`src/rtl/spi_ctl_pkg.sv`:
```
package spi_ctl_pkg;
  localparam int FRAME_W    = 16;
  localparam int ADDR_W     = 4;
  localparam int DATA_W     = 10;
  localparam int STAT_W     = 6;
  localparam int NUM_STAT   = 2;
  localparam int STAT_ADDR0 = 10;
  localparam int NUM_MODE   = 13;
  localparam int HDR_BITS   = FRAME_W - DATA_W;
  localparam int CNT_W      = $clog2(2 * FRAME_W);

  typedef struct packed {
    logic [ADDR_W-1:0] addr;
    logic              rd;
    logic              rsv;
    logic [DATA_W-1:0] data;
  } frame_t;

  function automatic logic [ADDR_W-1:0] mode_addr(input int idx);
    int a;
    a = (idx < STAT_ADDR0) ? idx : idx + NUM_STAT;
    return a[ADDR_W-1:0];
  endfunction
endpackage

```
`src/rtl/ctl_sync.sv`:
```
module ctl_sync #(
  parameter int W = 1,
  parameter logic [W-1:0] RST_VAL = '0
) (
  input  logic         clk,
  input  logic         rst,
  input  logic [W-1:0] d,
  output logic [W-1:0] q
);
  logic [W-1:0] meta;

  always_ff @(posedge clk) begin
    if (rst) begin
      meta <= RST_VAL;
      q    <= RST_VAL;
    end else begin
      meta <= d;
      q    <= meta;
    end
  end
endmodule

```
`src/rtl/ctl_shifter.sv`:
```
module ctl_shifter
  import spi_ctl_pkg::*;
(
  input  logic              clk,
  input  logic              rst,
  input  logic              cs_n,
  input  logic              sclk,
  input  logic              mosi,
  input  logic [DATA_W-1:0] rd_word,
  output logic [ADDR_W-1:0] hdr_addr,
  output logic              frm_vld,
  output frame_t            frm,
  output logic              miso
);
  localparam logic [CNT_W-1:0] CNT_MAX  = '1;
  localparam logic [CNT_W-1:0] CNT_FULL = CNT_W'(FRAME_W);
  localparam logic [CNT_W-1:0] CNT_HDR  = CNT_W'(HDR_BITS - 1);

  logic               sclk_d, cs_d;
  logic [CNT_W-1:0]   cnt;
  logic [FRAME_W-1:0] sh;
  logic [DATA_W-1:0]  tx;
  logic               hdr_vld;
  logic               sclk_rise, cs_fall, cs_rise;
  logic               hdr_rd, hdr_rsv;

  assign sclk_rise = sclk & ~sclk_d;
  assign cs_fall   = ~cs_n & cs_d;
  assign cs_rise   = cs_n & ~cs_d;

  // header fields sit at the bottom of the shifter once six bits are in
  assign hdr_addr = sh[HDR_BITS-1 -: ADDR_W];
  assign hdr_rd   = sh[1];
  assign hdr_rsv  = sh[0];
  assign frm      = frame_t'(sh);
  assign miso     = tx[DATA_W-1];

  always_ff @(posedge clk) begin
    if (rst) begin
      sclk_d  <= 1'b0;
      cs_d    <= 1'b1;
      cnt     <= '0;
      sh      <= '0;
      tx      <= '0;
      hdr_vld <= 1'b0;
      frm_vld <= 1'b0;
    end else begin
      sclk_d  <= sclk;
      cs_d    <= cs_n;
      hdr_vld <= 1'b0;
      frm_vld <= 1'b0;
      if (cs_fall) begin
        cnt <= '0;
        tx  <= '0;
      end else if (hdr_vld) begin
        tx <= (hdr_rd && !hdr_rsv) ? rd_word : '0;
      end else if (!cs_n && sclk_rise) begin
        sh <= {sh[FRAME_W-2:0], mosi};
        tx <= {tx[DATA_W-2:0], 1'b0};
        if (cnt != CNT_MAX) cnt <= cnt + 1'b1;
        if (cnt == CNT_HDR) hdr_vld <= 1'b1;
      end else if (cs_rise) begin
        tx <= '0;
        if (cnt == CNT_FULL) frm_vld <= 1'b1;
      end
    end
  end
endmodule

```
`src/rtl/ctl_bank.sv`:
```
module ctl_bank
  import spi_ctl_pkg::*;
(
  input  logic                       clk,
  input  logic                       rst,
  input  logic                       frm_vld,
  input  frame_t                     frm,
  input  logic [ADDR_W-1:0]          hdr_addr,
  input  logic [NUM_STAT*STAT_W-1:0] stat_i,
  output logic [NUM_MODE*DATA_W-1:0] cfg_o,
  output logic [DATA_W-1:0]          rd_word,
  output logic [NUM_STAT-1:0]        rd_stb_o
);
  localparam int PAD_W = DATA_W - STAT_W;

  logic wr_ok, rd_ok;
  logic [DATA_W-1:0] mode_rd [NUM_MODE];
  logic [DATA_W-1:0] stat_rd [NUM_STAT];

  assign wr_ok = frm_vld && !frm.rd && !frm.rsv;
  assign rd_ok = frm_vld &&  frm.rd && !frm.rsv;

  for (genvar g = 0; g < NUM_MODE; g++) begin : g_mode
    localparam logic [ADDR_W-1:0] A = mode_addr(g);
    always_ff @(posedge clk) begin
      if (rst) cfg_o[g*DATA_W +: DATA_W] <= '0;
      else if (wr_ok && frm.addr == A) cfg_o[g*DATA_W +: DATA_W] <= frm.data;
    end
    assign mode_rd[g] = (hdr_addr == A) ? cfg_o[g*DATA_W +: DATA_W] : '0;
  end

  for (genvar k = 0; k < NUM_STAT; k++) begin : g_stat
    localparam logic [ADDR_W-1:0] A = ADDR_W'(STAT_ADDR0 + k);
    always_ff @(posedge clk) begin
      if (rst) rd_stb_o[k] <= 1'b0;
      else     rd_stb_o[k] <= rd_ok && frm.addr == A;
    end
    assign stat_rd[k] = (hdr_addr == A) ? {stat_i[k*STAT_W +: STAT_W], {PAD_W{1'b0}}} : '0;
  end

  // unmatched addresses (15) contribute nothing, so they read as zero
  always_comb begin
    rd_word = '0;
    for (int i = 0; i < NUM_MODE; i++) rd_word = rd_word | mode_rd[i];
    for (int k = 0; k < NUM_STAT; k++) rd_word = rd_word | stat_rd[k];
  end
endmodule

```
`src/rtl/spi_ctl_regfile.sv`:
```
module spi_ctl_regfile
  import spi_ctl_pkg::*;
(
  input  logic                       clk,
  input  logic                       rst,
  input  logic                       spi_cs_n,
  input  logic                       spi_sclk,
  input  logic                       spi_mosi,
  output logic                       spi_miso,
  input  logic [NUM_STAT*STAT_W-1:0] stat_i,
  output logic [NUM_MODE*DATA_W-1:0] cfg_o,
  output logic [NUM_STAT-1:0]        rd_stb_o
);
  logic [2:0]        pins_s;
  logic [ADDR_W-1:0] hdr_addr;
  logic [DATA_W-1:0] rd_word;
  logic              frm_vld;
  frame_t            frm;

  ctl_sync #(.W(3), .RST_VAL(3'b100)) u_sync (
    .clk (clk),
    .rst (rst),
    .d   ({spi_cs_n, spi_sclk, spi_mosi}),
    .q   (pins_s)
  );

  ctl_shifter u_shift (
    .clk      (clk),
    .rst      (rst),
    .cs_n     (pins_s[2]),
    .sclk     (pins_s[1]),
    .mosi     (pins_s[0]),
    .rd_word  (rd_word),
    .hdr_addr (hdr_addr),
    .frm_vld  (frm_vld),
    .frm      (frm),
    .miso     (spi_miso)
  );

  ctl_bank u_bank (
    .clk      (clk),
    .rst      (rst),
    .frm_vld  (frm_vld),
    .frm      (frm),
    .hdr_addr (hdr_addr),
    .stat_i   (stat_i),
    .cfg_o    (cfg_o),
    .rd_word  (rd_word),
    .rd_stb_o (rd_stb_o)
  );
endmodule

```
`config.mk`:
```
export PLATFORM = sky130hd
export DESIGN_NAME = spi_ctl_regfile
export DESIGN_NICKNAME = d
export VERILOG_FILES = /design/src/rtl/spi_ctl_pkg.sv /design/src/rtl/ctl_sync.sv /design/src/rtl/ctl_shifter.sv /design/src/rtl/ctl_bank.sv /design/src/rtl/spi_ctl_regfile.sv
export SDC_FILE = /design/constraint.sdc
export NUM_CORES = 1
export LEC_CHECK = 0
export BUFFER_PORTS_ARGS = -buffer_cell sky130_fd_sc_hd__clkbuf_2
export CORE_AREA = 3 3 155 112
export DETAILED_ROUTE_END_ITERATION = 10
export DIE_AREA = 0 0 158 115
export PLACE_DENSITY = 0.74
export SLEW_MARGIN = 25
export SYNTH_ARGS = -nofsm -noshare
export SYNTH_HDL_FRONTEND = slang
export SYNTH_HIERARCHICAL = 1
export SYNTH_SLANG_ARGS = --single-unit
```
`constraint.sdc`:
```
create_clock -name clk -period 2.22 [get_ports clk]
set_input_delay 0.444 -clock clk [delete_from_list [all_inputs] [get_ports clk]]
set_output_delay 0.444 -clock clk [all_outputs]
set_load 0.02 [all_outputs]
```
==> metrics.md <==
| Metric | Value |
|---|---|
| Result of the run | finished, final reports clean |
| Fin crit share | 96.5% |
| Combined buffer and inverter count along the critical path | 2 |
| Initial detailed-routing violation count | 983 |
| Areal power density over the cells | 666 nW/µm² |
| Ports placed on the boundary | 150 |
| Fraction of layout instances using a drive strength above 1 | 27.6% |
| Largest incremental delay on the critical path | 0.54 ns |
| CTS root buf | clkbuf_16 |
| Hold Fails Final Rpt | 0 |
| Effective utilization at floorplan | 49.3% |
| Post-cts sizing count | 0 |
| Total grt overflow | 0 |
| Data arrival time of the worst path | 2.45 ns |
| Detailed route wirelength on metal2 | 10,600 µm |
| Cell Area, Synth | 7910 µm² |
| Slowest cell on the critical path | dfxtp_2 |
| Number of instances in the synthesized netlist | 834 |
| Proportion of synthesized area in mux cells | 20.8% |
| Area share of the leading cell type in the synthesized netlist | 43.8% |
| Area of the placeable core | 16,100 µm² |
| Cell-by-cell listing of the critical path | buf_4 -> buf_4 -> mux2i_1 -> nor2_1 -> a2111oi_1 -> a221oi_2 -> a22oi_1 -> a211oi_1 |
| Final HPWL DP | 18,700 µm |
| Clock transition at the register clock pins on the worst setup and hold paths after CTS | 0.07 ns |
| Total CTS buffers | 17 |
| Number of design rule violations left after detail routing | 0 |
| Max Freq | 0.467 GHz |
| Setup violators final | 0 |
| Launching element type of the critical path | register |
| Clock Tree Buf Depth | 2 |
| Area share of and/or/nand/nor cells after synthesis | 18.1% |
| Total of flip-flops plus latches after synthesis | 173 |
| FF/Latch Area | 3470 µm² |
| Antenna-violating nets left | 0 |
| Biggest area consumer among synthesized cells | dfxtp_1 |
| Category of the most critical setup path | reg2reg |
| Synthesis warning total | 6 |
| Leakage power total | 0.00416 µW |
| Via Count | 7,221 |
| Pre-CTS setup slack | 0.0912 ns |
| Number of sinks handled by clock tree synthesis | 173 |
| Synth Area in Adders | 0.633% |
| Routed Wire Length | 26,400 µm |
| Area occupied by multi-input gates | 4060 µm² |
| Highest metal layer with signal wires | met4 |
| Number of cells traversed by the worst hold path | 2 |
| Die Area | 18,200 µm² |
| Post-synth EDFFs | 0 |
| Buffers inserted by post-CTS timing repair | 0 |
| Max-cap violations | 0 |
| WL/cell | 22.0 µm |
| Ratio of routed vias to standard cells | 6.03 |
| Hold Path Class | in2reg |
| Worst Max-Slew Pin Slew | 0.829 ns |
| Die Height | 115 µm |
| Fin Clk Skew | 0.0172 ns |
| Antenna Cells | 0 |
| Worst reg-to-reg setup slack | 0.08 ns |
| Drt pass-1 iters | 5 |
| Cell type group with the largest total delay on the critical path | compound AO/OA/AOI/OAI gates |
| Most instantiated cells after synthesis | dfxtp_1, mux2i_1, nor2_1, clkbuf_1, nand3_1 |
| Clock tree from TritonCTS | built |
| Hold bufs inserted after CTS | 0 |
| Data required time of the worst path | 2.53 ns |
| Final net count | 1,001 |
| Pin count of the biggest net entering global routing | 56 |
| Routability congestion estimate | 0.980 |
| Antenna violations before repair | 0 |
| Overall die width | 158 µm |
| Number of cell instances on the worst register-to-register path | 8 |
| Layout fillers | 1,368 |
| Clock insertion delay at the later pin of the skew report | 0.45 ns |
| Area growth from synthesis to layout | 22.1% |
| Most used cell, CP | buf_4 |
| Placed Instance Area | 9020 µm² |
| Slew HR | 44.6% |
| Wire length of the first global-routing pass | 39,200 µm |
| All-layer global routing usage | 28.7% |
| Crit path setup slack, layout | 0.0774 ns |
| Worst setup EP type | register |
| Summed area of non-filler cells in the final layout | 9660 µm² |
| Distinct cell type count of the synthesized netlist | 68 |
| CTS H-tree depth | 4 |
| Synth Area per Inst | 9.48 µm² |
| Dominant combinational cell family by area after synthesis | multiplexers |
| Met1 wire length | 11,900 µm |
| Total stage count of the critical path | 8 |
| Buffers added on ports | 149 |
| Vias in the first global route | 6,487 |
| Most frequent cell after synthesis | dfxtp_1 |
| Synthesized-area fraction occupied by xor and xnor cells | 0% |
| Top area cells in the synthesized netlist | dfxtp_1, mux2i_1, nor2_1, nand3_1, buf_2 |
| Complex-gate fraction of the synthesized area | 11.2% |
| Final critical path time including I/O delays and setup | 2.14 ns |
| Overall Power | 6440 µW |
| Count of final max-slew check failures | 0 |
| Routed length on met3 | 3480 µm |
| Most instantiated flip-flop cell in the synthesis netlist | dfxtp_1 |
| Syn nets | 855 |
| Critical-path maximum fanout | 17 |
| Worst VDD drop | 462 µV |
| Number of standard-cell rows in the floorplan | 39 |
| Async SR Flop Fraction | 0% |
| Sequential share of the synthesized area | 43.8% |
## final cells by class
cell class              count  share of cell area, %
multi-input cells         572                   42.0
flip-flops and latches    173                   35.9
repair buffers            208                   12.6
clock buffers              17                   4.40
well taps                 205                   2.66
clock inverters            15                   2.07
inverters                   8                  0.350
## state kept, by name (all words and copies together), names as in the netlist
| name | cells |
|---|---|
| u_bank/cfg_o | 130 |
| u_shift/tx | 10 |
| u_shift/frm_vld | 1 |
| u_shift/cs_d | 1 |
| u_sync/meta | 3 |
| u_shift/sclk_d | 1 |
| u_shift/frm | 16 |
| u_sync/q | 3 |
| u_shift/hdr_vld | 1 |
| u_bank/rd_stb_o | 2 |
| u_shift/cnt | 5 |
## path summary, 6_finish.rpt
path | startpoint | to
worst max-delay path | u_shift/frm[4]$_SDFFE_PP0P_ | u_shift/tx[3]$_SDFFE_PP0P_
worst min-delay path | spi_cs_n | u_sync/meta[2]$_SDFF_PP1_
worst max register to register | u_shift/frm[4]$_SDFFE_PP0P_ | u_shift/tx[3]$_SDFFE_PP0P_
worst min register to register | u_sync/meta[2]$_SDFF_PP1_ | u_sync/q[2]$_SDFF_PP1_
## per-stage QoR
step                setup TNS, ns  utilization, %  hold slack, ns  cells
floorplan                       0               -           0.383    834
global placement                0            56.2           0.391   1166
detailed placement              0            56.2           0.397   1166
CTS                             0            60.1           0.178   1198
global route             -0.00955            60.2           0.175   1198
finish                          0            60.2           0.181   1198
## worst reg2reg max path: stages, from the launching register on
cell and delay [ns]:
dfxtp_2 0.54, buf_4 0.23, buf_4 0.16, mux2i_1 0.20, nor2_1 0.06, a2111oi_1 0.50
a221oi_2 0.07, a22oi_1 0.18, a211oi_1 0.09
## layout by cell type, fill, tap and decap left out, drive strengths merged, types with 13 or more instances in the layout
cell type,netlist,layout
mux2i,146,146
nand2,14,14
nor2b,16,16
nand3,34,34
inv,6,13
dfxtp,173,173
nor2,141,141
buf,41,60
a21oi,28,28
clkbuf,40,165
o21ai,25,25
a22oi,18,18
## layer usage
layer	GRT usage, %	vias to the layer above
met3	8.58	33
met1	43.9	3404
li1	-	3293
met2	38.9	491
met5	0	-
met4	7.68	0
## power breakdown
| part | switching, µW | total [µW] | internal (µW) | leakage, µW |
|---|---|---|---|---|
| combinational | 76.6 | 113 | 36.2 | 0.00246 |
| sequential | 11.6 | 3120 | 3110 | 0.00140 |
| clock | 1390 | 3200 | 1810 | 0.000306 |
## cell families (layout without fill, tap and decap cells)
| group | after synthesis | count (layout) |
|---|---|---|
| simple gates | 279 | 279 |
| fa+ha+maj | 4 | 4 |
| buf+inv | 89 | 248 |
| compound gates | 131 | 131 |
| mux | 158 | 158 |
| flops | 173 | 173 |
(Power assumes the default switching activity.)
